### src/rtl/irq_coalesce.sv
module irq_coalesce #(
  parameter int          UNIT_TICKS = 32,
  parameter logic [7:0]  DELAY_RST  = 8'h40,
  parameter logic [7:0]  PERIOD_RST = 8'h00
) (
  input  logic        clk,
  input  logic        rst_n,
  input  logic        reg_wr,
  input  logic [1:0]  reg_sel,
  input  logic [31:0] reg_wdata,
  output logic [31:0] reg_rdata,
  input  logic [31:0] evt_in,
  input  logic        hipri_rx,
  input  logic        us_tick,
  output logic        irq
);
  localparam int          PW       = $clog2(UNIT_TICKS);
  localparam logic [PW-1:0] PRE_LAST = PW'(UNIT_TICKS - 1);
  localparam logic [31:0] SRC_MASK = 32'hBA00_00CB;
  localparam int          RX_BIT   = 31;
  localparam int          PER_BIT  = 28;

  logic [31:0]   st_q, en_q, st_d, clr, hi_set, per_set;
  logic [7:0]    delay_q, period_q, cnt_q, pcnt_q;
  logic [PW-1:0] pre_q, ppre_q;
  logic          run_q, fire_q;

  wire wr_st  = reg_wr && reg_sel == 2'd0;
  wire wr_en  = reg_wr && reg_sel == 2'd1;
  wire wr_cfg = reg_wr && reg_sel == 2'd2;

  wire pending  = |(st_q & en_q);
  wire bypass   = hipri_rx && en_q[RX_BIT];
  wire per_unit = us_tick && ppre_q == PRE_LAST;
  wire per_hit  = period_q != 8'd0 && per_unit && !wr_cfg &&
                  (pcnt_q + 8'd1) == period_q;

  assign clr     = wr_st ? reg_wdata : 32'd0;
  assign hi_set  = {hipri_rx, 31'd0};
  assign per_set = 32'(per_hit) << PER_BIT;
  assign st_d    = ((st_q & ~clr) | (evt_in & SRC_MASK) | hi_set | per_set) & SRC_MASK;

  assign irq = fire_q && pending;

  always_comb begin
    case (reg_sel)
      2'd0:    reg_rdata = st_q;
      2'd1:    reg_rdata = en_q;
      2'd2:    reg_rdata = {16'd0, period_q, delay_q};
      default: reg_rdata = 32'd0;
    endcase
  end

  always_ff @(posedge clk or negedge rst_n) begin
    if (!rst_n) begin
      st_q     <= '0;
      en_q     <= '0;
      delay_q  <= DELAY_RST;
      period_q <= PERIOD_RST;
    end else begin
      st_q <= st_d;
      if (wr_en) en_q <= reg_wdata;
      if (wr_cfg) begin
        delay_q  <= reg_wdata[7:0];
        period_q <= reg_wdata[15:8];
      end
    end
  end

  always_ff @(posedge clk or negedge rst_n) begin
    if (!rst_n) begin
      fire_q <= 1'b0;
      run_q  <= 1'b0;
      cnt_q  <= '0;
      pre_q  <= '0;
    end else if (bypass) begin
      fire_q <= 1'b1;
      run_q  <= 1'b0;
    end else if (!pending) begin
      fire_q <= 1'b0;
      run_q  <= 1'b0;
    end else if (!fire_q && !run_q) begin
      if (delay_q == 8'd0) begin
        fire_q <= 1'b1;
      end else begin
        run_q <= 1'b1;
        cnt_q <= delay_q;
        pre_q <= '0;
      end
    end else if (run_q && us_tick) begin
      if (pre_q == PRE_LAST) begin
        pre_q <= '0;
        if (cnt_q == 8'd1) begin
          fire_q <= 1'b1;
          run_q  <= 1'b0;
        end else begin
          cnt_q <= cnt_q - 8'd1;
        end
      end else begin
        pre_q <= pre_q + 1'b1;
      end
    end
  end

  always_ff @(posedge clk or negedge rst_n) begin
    if (!rst_n) begin
      ppre_q <= '0;
      pcnt_q <= '0;
    end else if (wr_cfg) begin
      ppre_q <= '0;
      pcnt_q <= '0;
    end else if (us_tick) begin
      if (per_unit) begin
        ppre_q <= '0;
        pcnt_q <= per_hit ? 8'd0 : pcnt_q + 8'd1;
      end else begin
        ppre_q <= ppre_q + 1'b1;
      end
    end
  end
endmodule


### config.mk
export PLATFORM = sky130hd
export DESIGN_NAME = irq_coalesce
export DESIGN_NICKNAME = d
export VERILOG_FILES = /design/src/rtl/irq_coalesce.sv
export SDC_FILE = /design/constraint.sdc
export NUM_CORES = 1
export LEC_CHECK = 0
export BUFFER_PORTS_ARGS = -buffer_cell sky130_fd_sc_hd__buf_2
export CORE_MARGIN = 1
export CORE_UTILIZATION = 55
export DETAILED_ROUTE_END_ITERATION = 10
export GPL_TIMING_DRIVEN = 0
export PLACE_DENSITY = 0.82
export SLEW_MARGIN = 5
export SYNTH_ARGS = -nofsm -noshare
export SYNTH_HDL_FRONTEND = slang
export SYNTH_SLANG_ARGS = --single-unit
export TNS_END_PERCENT = 5
### constraint.sdc
create_clock -name clk -period 3.73 [get_ports clk]
set_clock_uncertainty 0.15 [all_clocks]
set_input_delay 0 -clock clk [delete_from_list [all_inputs] [get_ports clk]]
set_output_delay 0 -clock clk [all_outputs]
set_load 0.05 [all_outputs]
==> flow_summary.yaml, run 1 <==
die:
  initial_core_util: 0.571
  core_um2: 7730
  die-area_um2: 8380
  fp.dieW_um: 91.6
  num_io_pins: 104
  rows: 32
  die_y_um: 91.6
timing:
  drv_slew: 0
  post-route-min-period_ps: 2790
  slew_headroom: 0.136
  rsz0062_at_grt: "false"
  worst_pin_slew_ps: 1290
  max_clock_freq_mhz: 358
  finalSetupTns_ps: 0
  setup_viol: 0
  finalHoldViolCount: 0
  period_share: 0.749
global_routing:
  overflow: 0
  grt_pass1_wl_mm: 18.9
  grt_max_degree: 50
  grt_pass1_vias: 4019
  grt_usage: 0.287
  antenna_found_initial: 0
synth:
  syn_area_um2: 4410
  seq_area_frac_synth: 0.488
  ys_dominant_reg_cell: "dfrtp_1"
  ys_types: 55
  synth-seq-cells: 86
  syn_nets: 524
  ys_warn_count: 0
  postSynthAreaPerCell_um2: 9.89
  synth_cells: 446
  synth_edf_count: 0
  postSynth.asyncResetShare: 1.00
placed_design:
  portBuffers: 81
  postPlaceCellArea_um2: 4970
  gp_congestion: 0.889
  place_hpwl_mm: 7.49
  dpl.cell_count: 630
routing:
  firstDrtPassIters: 5
  drc: 0
  drtAntennaViolNets: 0
  first_iter_violations: 255
  routed-via-count: 3977
  routed_wl_mm: 11.4
  routed_via_density: 5.68
  drt-wirelength-per-cell_um: 16.2
layout:
  layout-drive-gt1-share: 0.239
  final_core_util: 0.740
  diodes: 0
  most-common-layout-cells: "88 x nand2_1, 85 x dfrtp_1, 82 x buf_2"
  final_area_um2: 5720
  syn_to_final_growth_pct: 29.7
  stdcell_count: 700
  nets: 672
  nFillCells: 508
  mostFrequentLayoutCell: "nand2_1"
pwr:
  max-vdd-ir-drop_mv: 0.427
  p_per_area_nw_per_um2: 463
  p_leak_nw: 2.65
  total_power_mw: 2.65
worst_setup_path:
  worstRegToRegCells: 9
  crit_arrival_ps: 2890
  critPathCaptureType: "flip-flop"
  cp.required_ps: 3830
  crit_fanout: 10
  path_class: "flip-flop to flip-flop"
  critical_path.startpoint_type: "flip-flop"
  ff2ff_setup_slack_ps: 940
  r2r-end: "pcnt_q[4]"
  rr_startpoint: "pcnt_q[0]"
clock_tree:
  cts.sinks: 86
  insertion_delay_ps: 360
  h-tree-depth: 3
  ctsResizeCount: 0
  cts_root_buf: "clkbuf_8"
  numCtsBuffers: 9
  cts_tree: "done"
  postCtsHoldBufs: 55
  path_clk_slew_ps: 90
  clk_path_buf_depth: 2
  cts_setup_buffers: 0
worst_hold_path:
  hp-class: "input pin to async pin"
run_status:
  outcome: "finished clean"
run:
  maxCapViolCount: 0
## report_power, final
| group | total (mW) | internal, mW | switching [mW] |
|---|---|---|---|
| Clock | 0.660 | 0.310 | 0.350 |
| Combinational | 0.704 | 0.304 | 0.400 |
| Sequential | 1.28 | 1.11 | 0.172 |
| Total | 2.65 | 1.73 | 0.922 |
## synth_stat cells, drive strengths merged, types with 4 or more instances
library cell  instances  area, µm²
and3                  6       37.5
mux2i                13        130
dfrtp                85       2130
nand3                10       55.1
a21o                 11       85.1
a22o                 14        123
buf                   8       40.0
a21oi                20        100
nor3b                 4       30.0
ha                    7       87.6
nor2b                 5       31.3
nor2                 27        101
xnor2                 6       52.6
nand2                88        330
nor3                  9       50.1
inv                   4       15.0
o21ai                22        110
o22ai                 5       31.3
nor4                  5       31.3
mux2                 32        360
and2                 13       81.3
clkbuf               12       45.0
## sequential cells by signal (all words and copies together) (netlist names)
| signal | flops |
|---|---|
| cnt_q | 8 |
| delay_q | 8 |
| en_q | 32 |
| fire_q | 1 |
| pcnt_q | 8 |
| period_q | 8 |
| ppre_q | 5 |
| pre_q | 5 |
| run_q | 1 |
| st_q | 10 |
## per-stage QoR
stage | setup WS, ps | hold slack, ps
after floorplan | 1320 | -446
after global placement | 1090 | 27.1
after detailed placement | 968 | -148
after CTS | 963 | 22.5
after global routing | 790 | 61.1
final | 937 | 5.19
## worst max-delay path: stages (launching register included)
cell	delay (ps)
dfrtp_1	450
ha_1	300
nand3_1	250
o21a_1	270
nor4b_1	360
o221a_1	310
a21o_2	170
buf_6	140
nor3_2	40
a211o_1	260
## metal layers
metal	global-route usage	up-vias	share of wire
li1	-	1881	-
met3	0.0477	29	0.056
met5	0	-	0
met1	0.357	1920	0.43
met2	0.496	147	0.49
met4	0.115	0	0.025
## area by class of cell
| class | instances | area [µm²] | area share |
|---|---|---|---|
| Sequential cell | 86 | 2150 | 0.377 |
| Multi-Input combinational cell | 336 | 2160 | 0.377 |
| Buffer | 20 | 85.1 | 0.0149 |
| Inverter | 4 | 15.0 | 0.00263 |
| Tap cell | 102 | 128 | 0.0223 |
| Clock buffer | 9 | 124 | 0.0217 |
| Clock inverter | 6 | 71.3 | 0.0125 |
| Timing Repair Buffer | 137 | 986 | 0.172 |
## cells by family (layout without fill, tap and decap cells)
family,Yosys count,count (layout),synth area share
DFF,86,86,0.488
AOI/OAI and AO/OA,95,95,0.149
buffers and inverters,24,176,0.0227
muxes,45,45,0.111
and+or+nand+nor,181,181,0.193
adders and majority gates,7,7,0.0199
xor gates and xnor gates,8,8,0.0159
## worst max path at each step
| stage | from | to | slack (ps) | cells after the start |
|---|---|---|---|---|
| 6_report | pcnt_q[0] | pcnt_q[4] | 940 | 9 |
| 2_1_floorplan | pcnt_q[0] | pcnt_q[2] | 1320 | 9 |
| 5_1_grt | pcnt_q[0] | pcnt_q[4] | 790 | 9 |
| 4_1_cts | pcnt_q[0] | pcnt_q[4] | 960 | 9 |
| 3_3_place_gp | pcnt_q[0] | pcnt_q[4] | 1090 | 9 |
| 3_5_place_dp | pcnt_q[0] | pcnt_q[4] | 970 | 9 |
Note: power is estimated with default switching activity, not from simulation.
==> inputs of run 2 (changes only) <==
CORE_UTILIZATION = 54   (was 55)
PLACE_DENSITY = 0.81   (was 0.82)
clock period = 2.65 ns   (was 3.73 ns; I/O delays follow)
==> run 2 against run 1 <==
Effect of this change:
- global-route usage shrank 0.20 points
- critical path depth is 1 lower
- die area rose by 1.8%
- clock power increased by 32%
- cell area grew 1.0%
- routed wire length up 0.55%
- sequential share of layout area decreased by 0.35 points
- via count grew 0.40%
- largest power group unchanged
- highest routed layer unchanged
==> flow_summary.yaml, run 2 (synthesis results as in run 1) <==
clock_tree:
  cts_setup_buffers: 0
  cts_tree: "done"
  clk_path_buf_depth: 2
  path_clk_slew_ps: 90
  cts.sinks: 86
  numCtsBuffers: 9
  cts_root_buf: "clkbuf_8"
  insertion_delay_ps: 360
  h-tree-depth: 3
run:
  maxCapViolCount: 0
die:
  fp.dieW_um: 92.4
  num_io_pins: 104
  rows: 32
  die_y_um: 92.4
  die-area_um2: 8530
  initial_core_util: 0.565
  core_um2: 7810
layout:
  mostFrequentLayoutCell: "nand2_1"
  reg_top3: "en_q: 32 flops, st_q: 10 flops"
  syn_to_final_growth_pct: 31.0
  layout-drive-gt1-share: 0.252
  most-common-layout-cells: "88 x nand2_1, 84 x dfrtp_1, 82 x buf_2"
  regMostFlops: "en_q"
  final_area_um2: 5780
  largest_register_ffs: 32
  nets: 673
  diodes: 0
worst_setup_path:
  cp.required_ps: 2740
  max_stage_delay_ps: 460
  ff2ff_setup_slack_ps: 130
  critPathCaptureType: "flip-flop"
  critical_path.startpoint_type: "flip-flop"
  crit_arrival_ps: 2610
  cpMaxStageDelayCell: "dfrtp_1"
  cp_cell_sequence: "nand3_2 -> o21a_1 -> or3_1 -> a221oi_2 -> a21o_2 -> buf_6 -> nor3_2 -> a211o_1"
  rr_startpoint: "pcnt_q[2]"
  path_class: "flip-flop to flip-flop"
  worstRegToRegCells: 8
  r2r-end: "pcnt_q[4]"
  crit_fanout: 10
timing:
  post-route-min-period_ps: 2520
  setup_ws_ps: 130
  period_share: 0.951
  slew_headroom: 0.179
  setup_viol: 0
  drv_slew: 0
  finalSetupTns_ps: 0
  finalHoldViolCount: 0
  rsz0062_at_grt: "false"
  worst_pin_slew_ps: 1230
  hold_ws_ps: 7.03
  max_clock_freq_mhz: 397
placed_design:
  gp_congestion: 0.907
  postPlaceCellArea_um2: 4970
  place_hpwl_mm: 7.46
  portBuffers: 81
  dpl_worst_slack_ps: -89.4
pwr:
  p_per_area_nw_per_um2: 636
  total_power_mw: 3.67
  max-vdd-ir-drop_mv: 0.486
  p_leak_nw: 2.66
routing:
  drtAntennaViolNets: 0
  firstDrtPassIters: 5
  drt-wirelength-per-cell_um: 16.3
  drc: 0
  first_iter_violations: 276
  routed_via_density: 5.69
  routed-via-count: 3993
  routed_wl_mm: 11.4
global_routing:
  grt_usage: 0.285
  antenna_found_initial: 0
  overflow: 0
  grt_pass1_vias: 3994
  grt_max_degree: 58
  grt_pass1_wl_mm: 18.9
worst_hold_path:
  hp-class: "input pin to async pin"
run_status:
  outcome: "finished clean"
## run 2: final cells by class
cell class / instances / area [µm²]
Multi-Input combinational cell: 336 / 2200
Inverter: 4 / 15.0
Clock inverter: 4 / 31.3
Timing Repair Buffer: 138 / 1010
Clock buffer: 12 / 155
Tap cell: 102 / 128
Sequential cell: 86 / 2150
Buffer: 20 / 85.1
Fill cell: 538 / 2030
## run 2: per-stage QoR
stage	instances	utilization
2_1_floorplan	446	-
3_3_place_gp	629	0.633
3_5_place_dp	630	0.637
4_1_cts	702	0.735
5_1_grt	702	0.740
6_report	702	0.740
## run 2: repair_timing
action / 4_1_cts / 5_1_grt
hold buffers: 56 / 0
gates cloned: 0 / 0
hold endpoints to repair: 144 / 0
pin swaps: 0 / 0
resized for setup: 2 / 7
endpoints found under the setup margin: 6 / 13
## run 2: worst max path at each step
stage	from	endpoint
6_report	pcnt_q[2]	pcnt_q[4]
3_5_place_dp	pcnt_q[0]	pcnt_q[4]
4_1_cts	pcnt_q[0]	pcnt_q[4]
5_1_grt	pcnt_q[2]	pcnt_q[4]
3_3_place_gp	pcnt_q[0]	pcnt_q[4]
2_1_floorplan	pcnt_q[0]	pcnt_q[2]
## run 2: critical path, delay by kind of cell (launching register included)
| kind | cells | cell delay [ps] |
|---|---|---|
| AOI/OAI and AO/OA | 4 | 1040 |
| and+or+nand+nor | 3 | 620 |
| DFF | 1 | 460 |
| buffers and inverters | 1 | 140 |
## run 2: per-layer routing
metal	global-route usage	vias to the layer above	routed length, µm
li1	-	1891	-
met1	0.364	1921	4780
met2	0.493	157	5750
met3	0.0394	24	650
met4	0.105	0	239
met5	0	-	0
## run 2: power breakdown
group          total [mW]  internal (mW)  switching, mW
logic                1.00          0.435          0.566
clock network       0.873          0.396          0.477
registers            1.80           1.56          0.235
==> inputs of run 3 (changes only) <==
clock period = 2.6 ns   (was 2.65 ns; I/O delays follow)
==> run 3 against run 2 <==
Effect of this change:
- first-iteration DRC count rose by 8.0%
- sequential share of layout area barely moved
- total power rose by 2.0%
- flip-flop and latch count did not move
- count of clock-buffer cells in the layout did not move
- sequential power barely moved
- register-to-register slack got worse by 60 ps
- core utilization rose by 0.064 points
- maximum frequency fell by 0.33%
==> flow_summary.yaml, run 3 (synthesis results as in run 1) <==
die:
  initial_core_util: 0.565
  fp.dieW_um: 92.4
  rows: 32
  die_y_um: 92.4
  core_um2: 7810
  num_io_pins: 104
  die-area_um2: 8530
timing:
  period_share: 0.972
  finalSetupTns_ps: 0
  setup_viol: 0
  setup_ws_ps: 71.6
  slew_headroom: 0.164
  drv_slew: 0
  worst_pin_slew_ps: 1250
  rsz0062_at_grt: "true"
  post-route-min-period_ps: 2530
  max_clock_freq_mhz: 396
  finalHoldViolCount: 0
  hold_ws_ps: 9.68
worst_setup_path:
  worstRegToRegCells: 8
  critPathCaptureType: "flip-flop"
  rr_startpoint: "pcnt_q[2]"
  crit_arrival_ps: 2620
  path_class: "flip-flop to flip-flop"
  cp.required_ps: 2690
  critical_path.startpoint_type: "flip-flop"
  r2r-end: "pcnt_q[4]"
  crit_fanout: 10
  ff2ff_setup_slack_ps: 70
  startpoint: "pcnt_q[2]"
  critical_path.endpoint: "pcnt_q[4]"
routing:
  drc: 0
  firstDrtPassIters: 5
  drt-wirelength-per-cell_um: 16.3
  first_iter_violations: 298
  drtAntennaViolNets: 0
  routed_wl_mm: 11.5
  routed_via_density: 5.70
  routed-via-count: 3998
layout:
  final_area_um2: 5780
  nets: 673
  diodes: 0
  syn_to_final_growth_pct: 31.1
  layout-drive-gt1-share: 0.253
  stdcell_count: 702
  regMostFlops: "en_q"
  reg_top3: "en_q: 32 flops, st_q: 10 flops"
  most-common-layout-cells: "88 x nand2_1, 84 x dfrtp_1, 82 x buf_2"
  mostFrequentLayoutCell: "nand2_1"
  final_core_util: 0.741
  largest_register_ffs: 32
  nFillCells: 537
global_routing:
  grt_usage: 0.285
  grt_pass1_vias: 3994
  overflow: 0
  antenna_found_initial: 0
  grt_pass1_wl_mm: 18.9
  grt_max_degree: 58
pwr:
  max-vdd-ir-drop_mv: 0.497
  p_per_area_nw_per_um2: 648
  total_power_mw: 3.75
  p_leak_nw: 2.66
clock_tree:
  cts_setup_buffers: 0
  cts_root_buf: "clkbuf_8"
  insertion_delay_ps: 350
  cts_tree: "done"
  cts.sinks: 86
  path_clk_slew_ps: 90
  h-tree-depth: 3
  clk_path_buf_depth: 2
  numCtsBuffers: 9
placed_design:
  portBuffers: 81
  place_hpwl_mm: 7.46
  gp_congestion: 0.907
  postPlaceCellArea_um2: 4970
  dpl.cell_count: 630
  dpl_worst_slack_ps: -139
worst_hold_path:
  hp-class: "input pin to async pin"
run:
  maxCapViolCount: 0
run_status:
  outcome: "finished clean"
-- run 3: area by class of cell --
class	instances	area, µm²	area share
sequential	86	2150	0.373
clock buffer	12	155	0.0268
buffer	20	85.1	0.0147
timing repair buffer	138	1010	0.174
inverter	4	15.0	0.00260
clock inverter	4	31.3	0.00541
tap	102	128	0.0221
multi-input combinational	336	2210	0.382
-- run 3: worst min path at each step --
| stage | start | to | slack [ps] |
|---|---|---|---|
| floorplan | rst_n | cnt_q[0] | -450 |
| global placement | evt_in[29] | st_q[29] | 30 |
| detailed placement | rst_n | pcnt_q[0] | -190 |
| CTS | rst_n | en_q[24] | 9 |
| global route | rst_n | pcnt_q[2] | 30 |
| finish | rst_n | en_q[24] | 10 |
-- run 3: power by group --
group | internal, mW | leakage, nW | switching (mW)
logic | 0.443 | 1.53 | 0.578
registers | 1.59 | 1.03 | 0.241
clock network | 0.404 | 0.0965 | 0.485
total | 2.44 | 2.66 | 1.30
-- run 3: repair_timing --
item,4_1_cts,5_1_grt
hold buffers,56,0
gates resized for setup,3,7
hold endpoints to repair,144,0
endpoints found under the setup margin,7,14
-- run 3: critical path, cell delays in order, from the launching register on --
cell and delay [ps]:
dfrtp_1 460, nand3_2 230, o21a_1 250, or3_1 360
a221oi_2 340, a21o_2 200, buf_6 140, nor3_2 40
a211o_1 260
-- run 3: metal layers --
layer  routed length, µm  part of all wire  GRT usage
met1                4780              0.42      0.364
met2                5880              0.51      0.493
met3                 546             0.048     0.0394
met4                 257             0.022      0.105
met5                   0                 0          0
